`config.mk`:
```
export PLATFORM = sky130hd
export DESIGN_NAME = hcint_digital
export DESIGN_NICKNAME = d
export VERILOG_FILES = /design/src/rtl/hcint_pkg.sv /design/src/rtl/hcint_seq.sv /design/src/rtl/hcint_xcnt.sv /design/src/rtl/hcint_racc.sv /design/src/rtl/hcint_digital.sv
export SDC_FILE = /design/constraint.sdc
export NUM_CORES = 1
export LEC_CHECK = 0
export BUFFER_PORTS_ARGS = -buffer_cell sky130_fd_sc_hd__buf_2
export CORE_ASPECT_RATIO = 0.5
export CORE_UTILIZATION = 45
export CTS_CLUSTER_SIZE = 28
export DETAILED_ROUTE_END_ITERATION = 7
export PLACE_DENSITY = 0.75
export SYNTH_ARGS = -nofsm -noshare
export SYNTH_HDL_FRONTEND = slang
export SYNTH_SLANG_ARGS = --single-unit
```
`constraint.sdc`:
```
create_clock -name clk -period 3.2 [get_ports clk]
set_clock_uncertainty 0.05 [all_clocks]
set_input_delay 0.16 -clock clk [delete_from_list [all_inputs] [get_ports clk]]
set_output_delay 0.16 -clock clk [all_outputs]
set_load 0.05 [all_outputs]
```
`src/rtl/hcint_pkg.sv`:
```
package hcint_pkg;

    // HOLD sequencer states, one HOLD sub-step per state
    typedef enum logic [2:0] {
        ST_IDLE  = 3'd0,
        ST_LATCH = 3'd1,
        ST_ADD   = 3'd2,
        ST_CORR  = 3'd3,
        ST_EMIT  = 3'd4,
        ST_DONE  = 3'd5
    } seq_state_e;

    // Latched comparator verdict
    typedef enum logic [1:0] {
        CY_NONE  = 2'd0,
        CY_RAISE = 2'd1,   // analog part too high: emit +1, take one unit from accumulator
        CY_LOWER = 2'd2,   // analog part too low: emit -1, give one unit to accumulator
        CY_ERROR = 2'd3    // both comparators high
    } carry_e;

    function automatic carry_e decode_cmp(input logic hi, input logic lo);
        unique case ({hi, lo})
            2'b10:   return CY_RAISE;
            2'b01:   return CY_LOWER;
            2'b11:   return CY_ERROR;
            default: return CY_NONE;
        endcase
    endfunction

endpackage

```
`src/rtl/hcint_seq.sv`:
```
module hcint_seq
    import hcint_pkg::*;
(
    input  logic       clk,
    input  logic       rst_n,
    input  logic       hold_i,
    input  logic       cmp_hi_i,
    input  logic       cmp_lo_i,
    output seq_state_e state_o,
    output logic       add_en_o,
    output logic       corr_en_o,
    output carry_e     carry_o,
    output logic       apply_en_o,
    output logic       out_pulse_o,
    output logic       out_neg_o,
    output logic       err_o
);

    seq_state_e state_q, state_d;
    carry_e     cy_q;
    logic       pulse_q, neg_q, err_q;

    // next-state decode
    always_comb begin
        state_d = state_q;
        unique case (state_q)
            ST_IDLE:  if (hold_i) state_d = ST_LATCH;
            ST_LATCH: state_d = ST_ADD;
            ST_ADD:   state_d = ST_CORR;
            ST_CORR:  state_d = ST_EMIT;
            ST_EMIT:  state_d = ST_DONE;
            ST_DONE:  if (!hold_i) state_d = ST_IDLE;
            default:  state_d = ST_IDLE;
        endcase
    end

    // state register
    always_ff @(posedge clk) begin
        if (!rst_n) state_q <= ST_IDLE;
        else        state_q <= state_d;
    end

    // registered outputs and latched verdict
    always_ff @(posedge clk) begin
        if (!rst_n) begin
            cy_q    <= CY_NONE;
            pulse_q <= 1'b0;
            neg_q   <= 1'b0;
            err_q   <= 1'b0;
        end else begin
            pulse_q <= 1'b0;
            unique case (state_q)
                ST_LATCH: begin
                    cy_q <= decode_cmp(cmp_hi_i, cmp_lo_i);
                    if (cmp_hi_i && cmp_lo_i) err_q <= 1'b1;
                end
                ST_EMIT: begin
                    if (cy_q == CY_RAISE || cy_q == CY_LOWER) begin
                        pulse_q <= 1'b1;
                        neg_q   <= (cy_q == CY_LOWER);
                    end
                end
                default: ;
            endcase
        end
    end

    assign state_o     = state_q;
    assign add_en_o    = (state_q == ST_ADD);
    assign corr_en_o   = (state_q == ST_CORR);
    assign apply_en_o  = (state_q == ST_EMIT);
    assign carry_o     = cy_q;
    assign out_pulse_o = pulse_q;
    assign out_neg_o   = neg_q;
    assign err_o       = err_q;

    // one-cycle pulse
    a_r9_pulse_single: assert property (@(posedge clk) disable iff (!rst_n)
        pulse_q |=> !pulse_q);

    // high comparator alone gives a +1 pulse four cycles after LATCH
    a_r6_raise_pulse: assert property (@(posedge clk) disable iff (!rst_n)
        (state_q == ST_LATCH && cmp_hi_i && !cmp_lo_i) |-> ##4 (pulse_q && !neg_q));

    // low comparator alone gives a -1 pulse
    a_r7_lower_pulse: assert property (@(posedge clk) disable iff (!rst_n)
        (state_q == ST_LATCH && !cmp_hi_i && cmp_lo_i) |-> ##4 (pulse_q && neg_q));

    // both comparators: no pulse, error raised
    a_r8_both_no_pulse: assert property (@(posedge clk) disable iff (!rst_n)
        (state_q == ST_LATCH && cmp_hi_i && cmp_lo_i) |-> ##4 !pulse_q);
    a_r8_err_sticky: assert property (@(posedge clk) disable iff (!rst_n)
        err_q |=> err_q);

    // polarity level only moves with a pulse
    a_r10_neg_held: assert property (@(posedge clk) disable iff (!rst_n)
        !pulse_q |=> (pulse_q || $stable(neg_q)));

endmodule

```
`src/rtl/hcint_xcnt.sv`:
```
module hcint_xcnt #(
    parameter int unsigned XMAG = 5
) (
    input  logic            clk,
    input  logic            rst_n,
    input  logic [XMAG:0]   init_i,
    input  logic            inc_i,
    input  logic            inc_neg_i,
    input  logic            apply_i,
    output logic [XMAG:0]   x_o,
    output logic            ovf_o
);

    localparam int unsigned XW = XMAG + 1;
    localparam logic [XW-1:0] XMAX = {1'b0, {XMAG{1'b1}}};
    localparam logic [XW-1:0] XMIN = {1'b1, {XMAG{1'b0}}};

    logic [XW-1:0] x_q;
    logic          pend_q, pend_neg_q, ovf_q;
    logic          step_v, step_neg;

    // effective step at commit: pending one, else one arriving that cycle
    assign step_v   = pend_q | inc_i;
    assign step_neg = pend_q ? pend_neg_q : inc_neg_i;

    always_ff @(posedge clk) begin
        if (!rst_n) begin
            x_q        <= init_i;
            pend_q     <= 1'b0;
            pend_neg_q <= 1'b0;
            ovf_q      <= 1'b0;
        end else if (apply_i) begin
            pend_q <= 1'b0;
            if (step_v) begin
                if (!step_neg) begin
                    if (x_q == XMAX) ovf_q <= 1'b1;
                    else             x_q   <= x_q + 1'b1;
                end else begin
                    if (x_q == XMIN) ovf_q <= 1'b1;
                    else             x_q   <= x_q - 1'b1;
                end
            end
        end else if (inc_i && !pend_q) begin
            pend_q     <= 1'b1;
            pend_neg_q <= inc_neg_i;
        end
    end

    assign x_o   = x_q;
    assign ovf_o = ovf_q;

    // counter moves by at most one unit per cycle
    a_r3_unit_step: assert property (@(posedge clk) disable iff (!rst_n)
        1'b1 |=> (x_q == $past(x_q) || x_q == $past(x_q) + 1'b1 || x_q == $past(x_q) - 1'b1));

    // saturation at both limits
    a_r4_sat_hi: assert property (@(posedge clk) disable iff (!rst_n)
        (apply_i && step_v && !step_neg && x_q == XMAX) |=> (x_q == XMAX && ovf_q));
    a_r4_sat_lo: assert property (@(posedge clk) disable iff (!rst_n)
        (apply_i && step_v && step_neg && x_q == XMIN) |=> (x_q == XMIN && ovf_q));

endmodule

```
`src/rtl/hcint_racc.sv`:
```
module hcint_racc
    import hcint_pkg::*;
#(
    parameter int unsigned XMAG = 5,
    parameter int unsigned RMAG = 7
) (
    input  logic            clk,
    input  logic            rst_n,
    input  logic [RMAG:0]   init_i,
    input  logic [XMAG:0]   x_i,
    input  logic            add_en_i,
    input  logic            corr_en_i,
    input  carry_e          carry_i,
    output logic [RMAG:0]   r_o
);

    localparam int unsigned XW        = XMAG + 1;
    localparam int unsigned RW        = RMAG + 1;
    localparam int unsigned CARRY_POS = XMAG + 1;
    localparam logic [RW-1:0] UNIT =
        {{(RW-CARRY_POS-1){1'b0}}, 1'b1, {CARRY_POS{1'b0}}};

    logic [RW-1:0] r_q;
    logic [RW-1:0] x_ext;

    assign x_ext = {{(RW-XW){x_i[XW-1]}}, x_i};

    always_ff @(posedge clk) begin
        if (!rst_n) begin
            r_q <= init_i;
        end else if (add_en_i) begin
            r_q <= r_q + x_ext;
        end else if (corr_en_i) begin
            unique case (carry_i)
                CY_RAISE: r_q <= r_q - UNIT;
                CY_LOWER: r_q <= r_q + UNIT;
                default:  ;
            endcase
        end
    end

    assign r_o = r_q;

    // error verdict leaves the accumulator alone in the correction step
    a_r8_no_corr: assert property (@(posedge clk) disable iff (!rst_n)
        (corr_en_i && carry_i == CY_ERROR) |=> $stable(r_q));

endmodule

```
`src/rtl/hcint_digital.sv`:
```
module hcint_digital
    import hcint_pkg::*;
#(
    parameter int unsigned XMAG = 5,
    parameter int unsigned RMAG = 7
) (
    input  logic            clk,
    input  logic            rst_n,
    input  logic [XMAG:0]   init_x_i,
    input  logic [RMAG:0]   init_r_i,
    input  logic            hold_i,
    input  logic            inc_i,
    input  logic            inc_neg_i,
    input  logic            cmp_hi_i,
    input  logic            cmp_lo_i,
    output logic [XMAG:0]   x_code_o,
    output logic [RMAG:0]   r_code_o,
    output logic            out_pulse_o,
    output logic            out_neg_o,
    output logic            err_o,
    output logic            ovf_o
);

    seq_state_e state;
    carry_e     carry;
    logic       add_en, corr_en, apply_en;

    hcint_seq u_seq (
        .clk         (clk),
        .rst_n       (rst_n),
        .hold_i      (hold_i),
        .cmp_hi_i    (cmp_hi_i),
        .cmp_lo_i    (cmp_lo_i),
        .state_o     (state),
        .add_en_o    (add_en),
        .corr_en_o   (corr_en),
        .carry_o     (carry),
        .apply_en_o  (apply_en),
        .out_pulse_o (out_pulse_o),
        .out_neg_o   (out_neg_o),
        .err_o       (err_o)
    );

    hcint_xcnt #(.XMAG(XMAG)) u_xcnt (
        .clk       (clk),
        .rst_n     (rst_n),
        .init_i    (init_x_i),
        .inc_i     (inc_i),
        .inc_neg_i (inc_neg_i),
        .apply_i   (apply_en),
        .x_o       (x_code_o),
        .ovf_o     (ovf_o)
    );

    hcint_racc #(.XMAG(XMAG), .RMAG(RMAG)) u_racc (
        .clk       (clk),
        .rst_n     (rst_n),
        .init_i    (init_r_i),
        .x_i       (x_code_o),
        .add_en_i  (add_en),
        .corr_en_i (corr_en),
        .carry_i   (carry),
        .r_o       (r_code_o)
    );

    // DAC codes frozen during COMPUTE
    a_r2_compute_frozen: assert property (@(posedge clk) disable iff (!rst_n)
        (state == ST_IDLE && !hold_i) |=> ($stable(x_code_o) && $stable(r_code_o)));

    // the counter is never committed while the accumulator adds it
    a_r5_add_before_commit: assert property (@(posedge clk) disable iff (!rst_n)
        add_en |=> $stable(x_code_o));

endmodule

```
==> out/results.tsv, run 1 <==
stage	metric	value	unit
clock_tree	postCtsSetupBuffers	0	
layout	multi_input_area	941	µm²
setup_path	endpoint	u_racc.r_o[6]$_DFFE_PP_	
clock_tree	htreeDepth	1	
placement	dp_hpwl	2510	µm
sta	max_freq	395	MHz
layout	fill_cells	328	
synth	ys_warn_count	0	
setup_path	reg2reg_depth	7	
synth	syn_area_per_cell	9.95	µm²
power_and_ir_drop	p_leak	0.825	nW
layout	layout-drive-gt1-share	27.6	%
outcome	run_status	finished, violations left	
global_route	grt_pass1_vias	1215	
clock_tree	numCtsBuffers	3	
setup_path	path_max_fanout	7	
sta	worstMarginPinSlew	0.984	ns
global_route	antenna_found_initial	0	
clock_tree	clkTransAtPathRegs	0.10	ns
power_and_ir_drop	ir_drop	187	µV
routing	ant_nets	0	
synth	ys_seq_area_share	39.0	%
routing	drc	2	
layout	stdcell_area	0.00192	mm²
setup_path	critPathLaunch	u_xcnt.x_o[0]$_DFFE_PP_	
layout	final_common_cell	buf_2	
die	die-width	87.4	µm
sta	hold_violations	0	
routing	first_pass_iters	6	
sta	setup-tns-final	0	ns
flow_run	cap_viol_max_count	0	
setup_path	slowest_stage	edfxtp_1	
setup_path	cp_num_buf_inv	0	
die	coreArea	0.00345	mm²
power_and_ir_drop	power_density	548	mW/mm²
layout	area_growth	17.1	%
placement	dpl_cell_area	0.00187	mm²
sta	drv_slew	0	
sta	max_slew_margin	33.7	%
clock_tree	cts_root_buffer	clkbuf_8	
clock_tree	tritoncts	done	
outcome	violations	DRC	
sta	rsz0062_at_grt	false	
setup_path	crit_cells	7	
routing	drtIter0Drc	78	
setup_path	r2r_slack	0.67	ns
clock_tree	clockBufferDepth	2	
clock_tree	clk_latency	0.28	ns
layout	seq_area	641	µm²
placement	placed_cells	250	
layout	layout_common_cells	buf_2 (38), edfxtp_1 (14), nor2_1 (13), ha_1 (13)	
routing	drt-wirelength-per-cell	13.4	µm
global_route	grt_use_total	18.4	%
clock_tree	cts.sinks	25	
die	dieArea	0.00391	mm²
min_path	hp-class	in2reg	
synth	netlist_instances	165	
synth	syn_area	0.00164	mm²
sta	min_period	2.53	ns
setup_path	cp-end-kind	register	
routing	totalWireLength	3400	µm
die	dieHeight	44.7	µm
synth	syn_nets	201	
setup_path	critPathArrivalTime	2.59	ns
setup_path	r2r-end	u_racc.r_o[6]$_DFFE_PP_	
layout	n_antenna_cell	0	
setup_path	timing_worst_setup_path_type	reg2reg	
placement	portBuffers	38	
setup_path	critical_path.max_stage_delay	0.51	ns
layout	final_nets	240	
synth	synth_seq_cells	25	
global_route	grt_pass1_wl	5470	µm
global_route	grt_max_degree	28	
clock_tree	post_cts_resized	0	
sta	setup_violations	0	
setup_path	cp_cell_sequence	ha_1 -> fa_1 -> a211oi_1 -> o21bai_1 -> a21oi_1 -> mux2_2 -> o311ai_1	
routing	vias_per_cell	5.34	
setup_path	worstReg2RegStart	u_xcnt.x_o[0]$_DFFE_PP_	
global_route	overflow	0	
setup_path	cp.required	3.26	ns
placement	place_congestion	0.793	
layout	layout.cells.non_filler	254	
routing	dr_total_vias	1357	
die	initial_core_util	47.5	%
die	io_pins	39	
clock_tree	ctsHoldBuffers	0	
setup_path	path_delay_family	adder cells	
setup_path	startpoint_type	register	
sta	period_share	79.0	%
die	num_rows	15	
synth	synth.distinct_cells	42	
-- logic make-up (layout without fill, tap and decap cells) --
group,after synthesis,count (layout),share of synthesized area (%)
DFF,25,25,39.0
xor gates and xnor gates,10,10,5.34
muxes,8,8,5.41
AOI/OAI and AO/OA,49,49,20.2
adders and majority gates,15,15,12.3
and+or+nand+nor,44,44,14.0
buffers and inverters,14,52,3.66
-- flip-flops by register name, summed over array words and instances (netlist names) --
signal and flops:
u_seq.carry_o 2, u_xcnt.pend_neg_q 1, u_seq.out_pulse_o 1, u_xcnt.x_o 6
u_racc.r_o 8, u_seq.err_o 1, u_xcnt.pend_q 1, u_seq.state_o 3
u_seq.out_neg_o 1, u_xcnt.ovf_o 1
-- report_power, final --
group,internal [mW],total (mW),switching (mW)
sequential,0.384,0.426,0.0423
combinational,0.162,0.418,0.256
clock,0.0917,0.210,0.119
-- area by class of cell --
type	instances	area share, %
multi-input combinational	126	48.9
clock inverter	1	0.455
sequential	25	33.3
clock buffer	3	2.15
timing repair buffer	38	9.89
tap	51	3.32
inverter	10	1.95
-- metrics by stage --
stage	setup WS, ns	util [%]	total power [mW]	hold slack, ns
2_1_floorplan	0.642	-	0.760	0.249
3_3_place_gp	0.820	54.2	0.839	0.357
3_5_place_dp	0.745	54.2	0.848	0.367
4_1_cts	0.716	55.7	1.06	0.0639
5_1_grt	0.485	55.7	1.12	0.0850
6_report	0.671	55.7	1.05	0.0693
-- routing by layer --
metal,global-route usage (%),vias up,share of wire (%)
met4,4.59,0,0.47
met1,25.3,634,49
li1,-,695,-
met3,4.39,2,5.0
met2,29.7,26,46
met5,0,-,0
-- Yosys cell counts (all sizes together) --
cell type,number,area [µm²]
o2111ai,1,8.76
dfxtp,11,220
mux2,7,78.8
mux2i,1,10.0
nor3b,1,12.5
a31oi,3,18.8
a21oi,9,45.0
nor3,7,35.0
clkbuf,3,11.3
inv,10,37.5
xnor2,6,52.6
o311ai,1,8.76
or3,2,12.5
nor2,13,48.8
and3,2,13.8
xor2,4,35.0
a2111oi,1,8.76
o2bb2ai,3,26.3
nand2,11,41.3
o21bai,3,22.5
buf,1,11.3
o211ai,1,7.51
a32oi,1,8.76
o41ai,2,17.5
nor4b,1,8.76
nand4b,1,8.76
a211oi,5,42.5
nand3,3,15.0
fa,2,40.0
ha,13,163
o31ai,2,15.0
edfxtp,14,420
nand2b,2,27.5
a211o,1,8.76
o21ai,11,55.1
or2,1,6.26
a21o,5,37.5
-- worst min-delay path by stage --
stage	startpoint	to	slack [ns]	cells past startpoint
after floorplan	cmp_hi_i	u_seq.carry_o[0]$_SDFFE_PN0P_	0.25	2
after global placement	cmp_hi_i	u_seq.carry_o[0]$_SDFFE_PN0P_	0.36	3
after detailed placement	cmp_lo_i	u_seq.carry_o[1]$_SDFFE_PN0P_	0.37	3
after CTS	cmp_lo_i	u_seq.carry_o[1]$_SDFFE_PN0P_	0.06	3
after global routing	inc_neg_i	u_xcnt.pend_neg_q$_SDFFE_PN0P_	0.08	3
final	cmp_lo_i	u_seq.carry_o[1]$_SDFFE_PN0P_	0.07	3
-- worst min-delay path, cell delays in order --
cell     delay [ns]
buf_2          0.09
a21oi_1        0.06
nor2_1         0.07
Power figures use the tool's default switching activity.
==> run 2: changes to the inputs <==
--- a/config.mk
+++ b/config.mk
@@ -5,6 +5,7 @@
 export SDC_FILE = /design/constraint.sdc
 export NUM_CORES = 1
 export LEC_CHECK = 0
+export ABC_AREA = 1
 export BUFFER_PORTS_ARGS = -buffer_cell sky130_fd_sc_hd__buf_2
 export CORE_ASPECT_RATIO = 0.5
 export CORE_UTILIZATION = 45
==> constraint.sdc (replaced) <==
create_clock -name clk -period 2.6 [get_ports clk]
set_clock_uncertainty 0.05 [all_clocks]
set_input_delay 0.13 -clock clk [delete_from_list [all_inputs] [get_ports clk]]
set_output_delay 0.13 -clock clk [all_outputs]
set_load 0.05 [all_outputs]
==> run 2 against run 1 <==
The flow now finishes without violations. Sequential share of layout area down 0.62 points. Global-route usage rose by 0.80 points. Critical path depth is 1 higher. Setup slack improved by 0.026 ns. Via count is 12% higher. Critical path type unchanged.
==> out/results.tsv, run 2 <==
stage	metric	value	unit	change
power_and_ir_drop	p_leak	0.973	nW	+18%
clock_tree	clk_latency	0.27	ns	about the same
die	coreArea	0.00349	mm²	+1.1%
synth	ys_seq_area_share	38.4	%	-0.67 points
setup_path	cp_num_buf_inv	0		unchanged
setup_path	slowest_stage	edfxtp_1		
sta	setup_violations	0		unchanged
clock_tree	numCtsBuffers	3		unchanged
die	io_pins	39		unchanged
layout	layout_common_cells	nand2_1 (63), buf_2 (38), inv_1 (35), nor2_1 (15), edfxtp_1 (14)		
routing	drtIter0Drc	81		+3.8%
global_route	antenna_found_initial	0		unchanged
setup_path	cp-end-kind	register		
placement	dpl_cell_area	0.00191	mm²	+2.1%
sta	max_freq	526	MHz	+33%
sta	drv_slew	0		unchanged
setup_path	crit_cells	8		+1
setup_path	worstReg2RegStart	u_xcnt.x_o[0]$_DFFE_PP_		
layout	n_antenna_cell	0		unchanged
routing	first_pass_iters	4		-2
routing	dr_total_vias	1514		+12%
min_path	hp-class	in2reg		
clock_tree	ctsHoldBuffers	0		unchanged
placement	pre_cts_ws	0.704	ns	-0.0406 ns
layout	stdcell_area	0.00196	mm²	+1.9%
global_route	grt_use_total	19.2	%	+0.80 points
synth	synth-async-reset-ratio	0	%	unchanged
clock_tree	cts.sinks	25		unchanged
flow_run	cap_viol_max_count	0		unchanged
sta	setup-tns-final	0	ns	unchanged
synth	syn_area_per_cell	7.59	µm²	-24%
routing	ant_nets	0		unchanged
setup_path	critical_path.max_stage_delay	0.50	ns	about the same
synth	synth_largest_area_cell	edfxtp_1		
layout	layout-drive-gt1-share	18.5	%	-9.1 points
layout	final_common_cell	nand2_1		
clock_tree	cts_root_buffer	clkbuf_8		
sta	min_period	1.90	ns	-0.626 ns
clock_tree	post_cts_resized	0		unchanged
synth	yosysMostFrequentCell	nand2_1		
sta	worstMarginPinSlew	0.728	ns	-0.256 ns
routing	vias_per_cell	4.88		-8.6%
placement	portBuffers	38		unchanged
setup_path	r2r_slack	0.70	ns	+0.03 ns
clock_tree	clkTransAtPathRegs	0.09	ns	about the same
power_and_ir_drop	ir_drop	229	µV	+22%
sta	hold_violations	0		unchanged
synth	synth_seq_cells	25		unchanged
die	dieArea	0.00397	mm²	+1.7%
setup_path	path_max_fanout	7		unchanged
layout	final_util	56.1	%	+0.44 points
routing	drc	0		-2
placement	dp_hpwl	2770	µm	+10%
layout	fill_cells	331		+0.91%
die	num_rows	15		unchanged
setup_path	r2r-end	u_racc.r_o[6]$_DFFE_PP_		
die	dieHeight	45.1	µm	+0.83%
sta	rsz0062_at_grt	false		
setup_path	timing_worst_setup_path_type	reg2reg		
setup_path	endpoint	u_racc.r_o[6]$_DFFE_PP_		
synth	ys_warn_count	0		unchanged
synth	synth_ff_type	edfxtp_1		
synth	synth.distinct_cells	28		-33%
routing	totalWireLength	3560	µm	+4.6%
setup_path	cp.required	2.59	ns	-0.67 ns
clock_tree	postCtsSetupBuffers	0		unchanged
synth	synth_edf_count	14		unchanged
clock_tree	clockBufferDepth	2		unchanged
global_route	overflow	0		unchanged
layout	area_growth	17.3	%	
setup_path	cp_cell_sequence	ha_1 -> fa_1 -> nand2_1 -> a21oi_1 -> nand2_1 -> nand3b_1 -> nand3_1 -> nand2_1		
global_route	grt_max_degree	24		-14%
placement	place_congestion	0.852		+7.4%
layout	final_nets	296		+23%
synth	syn_nets	256		+27%
routing	drt-wirelength-per-cell	11.5	µm	-14%
setup_path	critPathLaunch	u_xcnt.x_o[0]$_DFFE_PP_		
layout	largest_reg_flops	8		unchanged
die	die-width	88.2	µm	+0.85%
sta	fin_ws	0.697	ns	+0.0265 ns
clock_tree	tritoncts	done		
global_route	grt_pass1_wl	5670	µm	+3.7%
die	initial_core_util	47.8	%	+0.31 points
outcome	run_status	finished, final reports clean		
clock_tree	htreeDepth	1		unchanged
setup_path	path_delay_family	adder cells		
power_and_ir_drop	power_density	613	mW/mm²	+12%
min_path	min_delay_path_depth	3		unchanged
sta	period_share	73.2	%	-5.9 points
sta	max_slew_margin	51.4	%	+18 points
setup_path	startpoint_type	register		
synth	netlist_instances	220		+33%
global_route	grt_pass1_vias	1328		+9.3%
synth	syn_area	0.00167	mm²	+1.8%
synth	netlist.area_leader.share	25.2	%	-0.44 points
setup_path	critPathArrivalTime	1.89	ns	-0.70 ns
synth	synth_area_leaders	edfxtp_1 (25%), nand2_1 (14%), dfxtp_1 (13%), ha_1 (9.7%), inv_1 (7.9%)		
setup_path	crit_top_cell	nand2_1		
setup_path	reg2reg_depth	8		+1
sta	hold_ws	0.0600	ns	-0.00930 ns
synth	synth_common_cells	nand2_1 (63), inv_1 (35), nor2_1 (15)		
==> run 2: worst reg2reg max path, cell delays in order (launching register included) <==
cell and delay [ns]:
edfxtp_1 0.50, ha_1 0.27, fa_1 0.38, nand2_1 0.09, a21oi_1 0.09, nand2_1 0.08
nand3b_1 0.07, nand3_1 0.08, nand2_1 0.05
==> run 2: where the power goes <==
group	internal, mW	total [mW]	switching (mW)
Sequential	0.467	0.516	0.0485
Combinational	0.153	0.452	0.299
Clock	0.107	0.234	0.126
==> run 2: layer usage <==
| layer | GRT usage [%] | wire (µm) |
|---|---|---|
| met4 | 5.81 | 34 |
| met5 | 0 | 0 |
| met2 | 34.0 | 1620 |
| met1 | 24.3 | 1760 |
| met3 | 3.84 | 136 |
==> run 2: logic make-up after synthesis <==
group | count (synthesis) | share of synthesized area (%)
compound gates | 35 | 11.8
xor+xnor | 5 | 2.62
fa+ha+maj | 15 | 12.1
buf+inv | 38 | 8.54
flops | 25 | 38.4
simple gates | 102 | 26.6
==> run 2: worst min-delay path by stage <==
stage	startpoint	end	slack (ns)
finish	cmp_hi_i	u_seq.carry_o[0]$_SDFFE_PN0P_	0.06
global route	cmp_hi_i	u_seq.carry_o[0]$_SDFFE_PN0P_	0.06
CTS	cmp_hi_i	u_seq.carry_o[0]$_SDFFE_PN0P_	0.05
detailed placement	cmp_hi_i	u_seq.carry_o[0]$_SDFFE_PN0P_	0.35
global placement	cmp_hi_i	u_seq.err_o$_SDFFE_PN0P_	0.34
floorplan	inc_i	u_xcnt.pend_q$_SDFFE_PN0P_	0.22
==> run 2: cell type report <==
cell class | count | area [µm²] | share of cell area (%)
Timing Repair Buffer | 38 | 190 | 9.71
Clock inverter | 1 | 5.00 | 0.255
Multi-Input combinational cell | 157 | 887 | 45.3
Tap cell | 51 | 63.8 | 3.26
Clock buffer | 3 | 41.3 | 2.11
Inverter | 35 | 131 | 6.70
Sequential cell | 25 | 641 | 32.7
==> run 2: per-stage QoR <==
| stage | total power [mW] | std cells |
|---|---|---|
| 4_1_cts | 1.21 | 310 |
| 3_3_place_gp | 0.959 | 306 |
| 2_1_floorplan | 0.870 | 220 |
| 6_report | 1.20 | 310 |
| 3_5_place_dp | 0.977 | 306 |
| 5_1_grt | 1.28 | 310 |
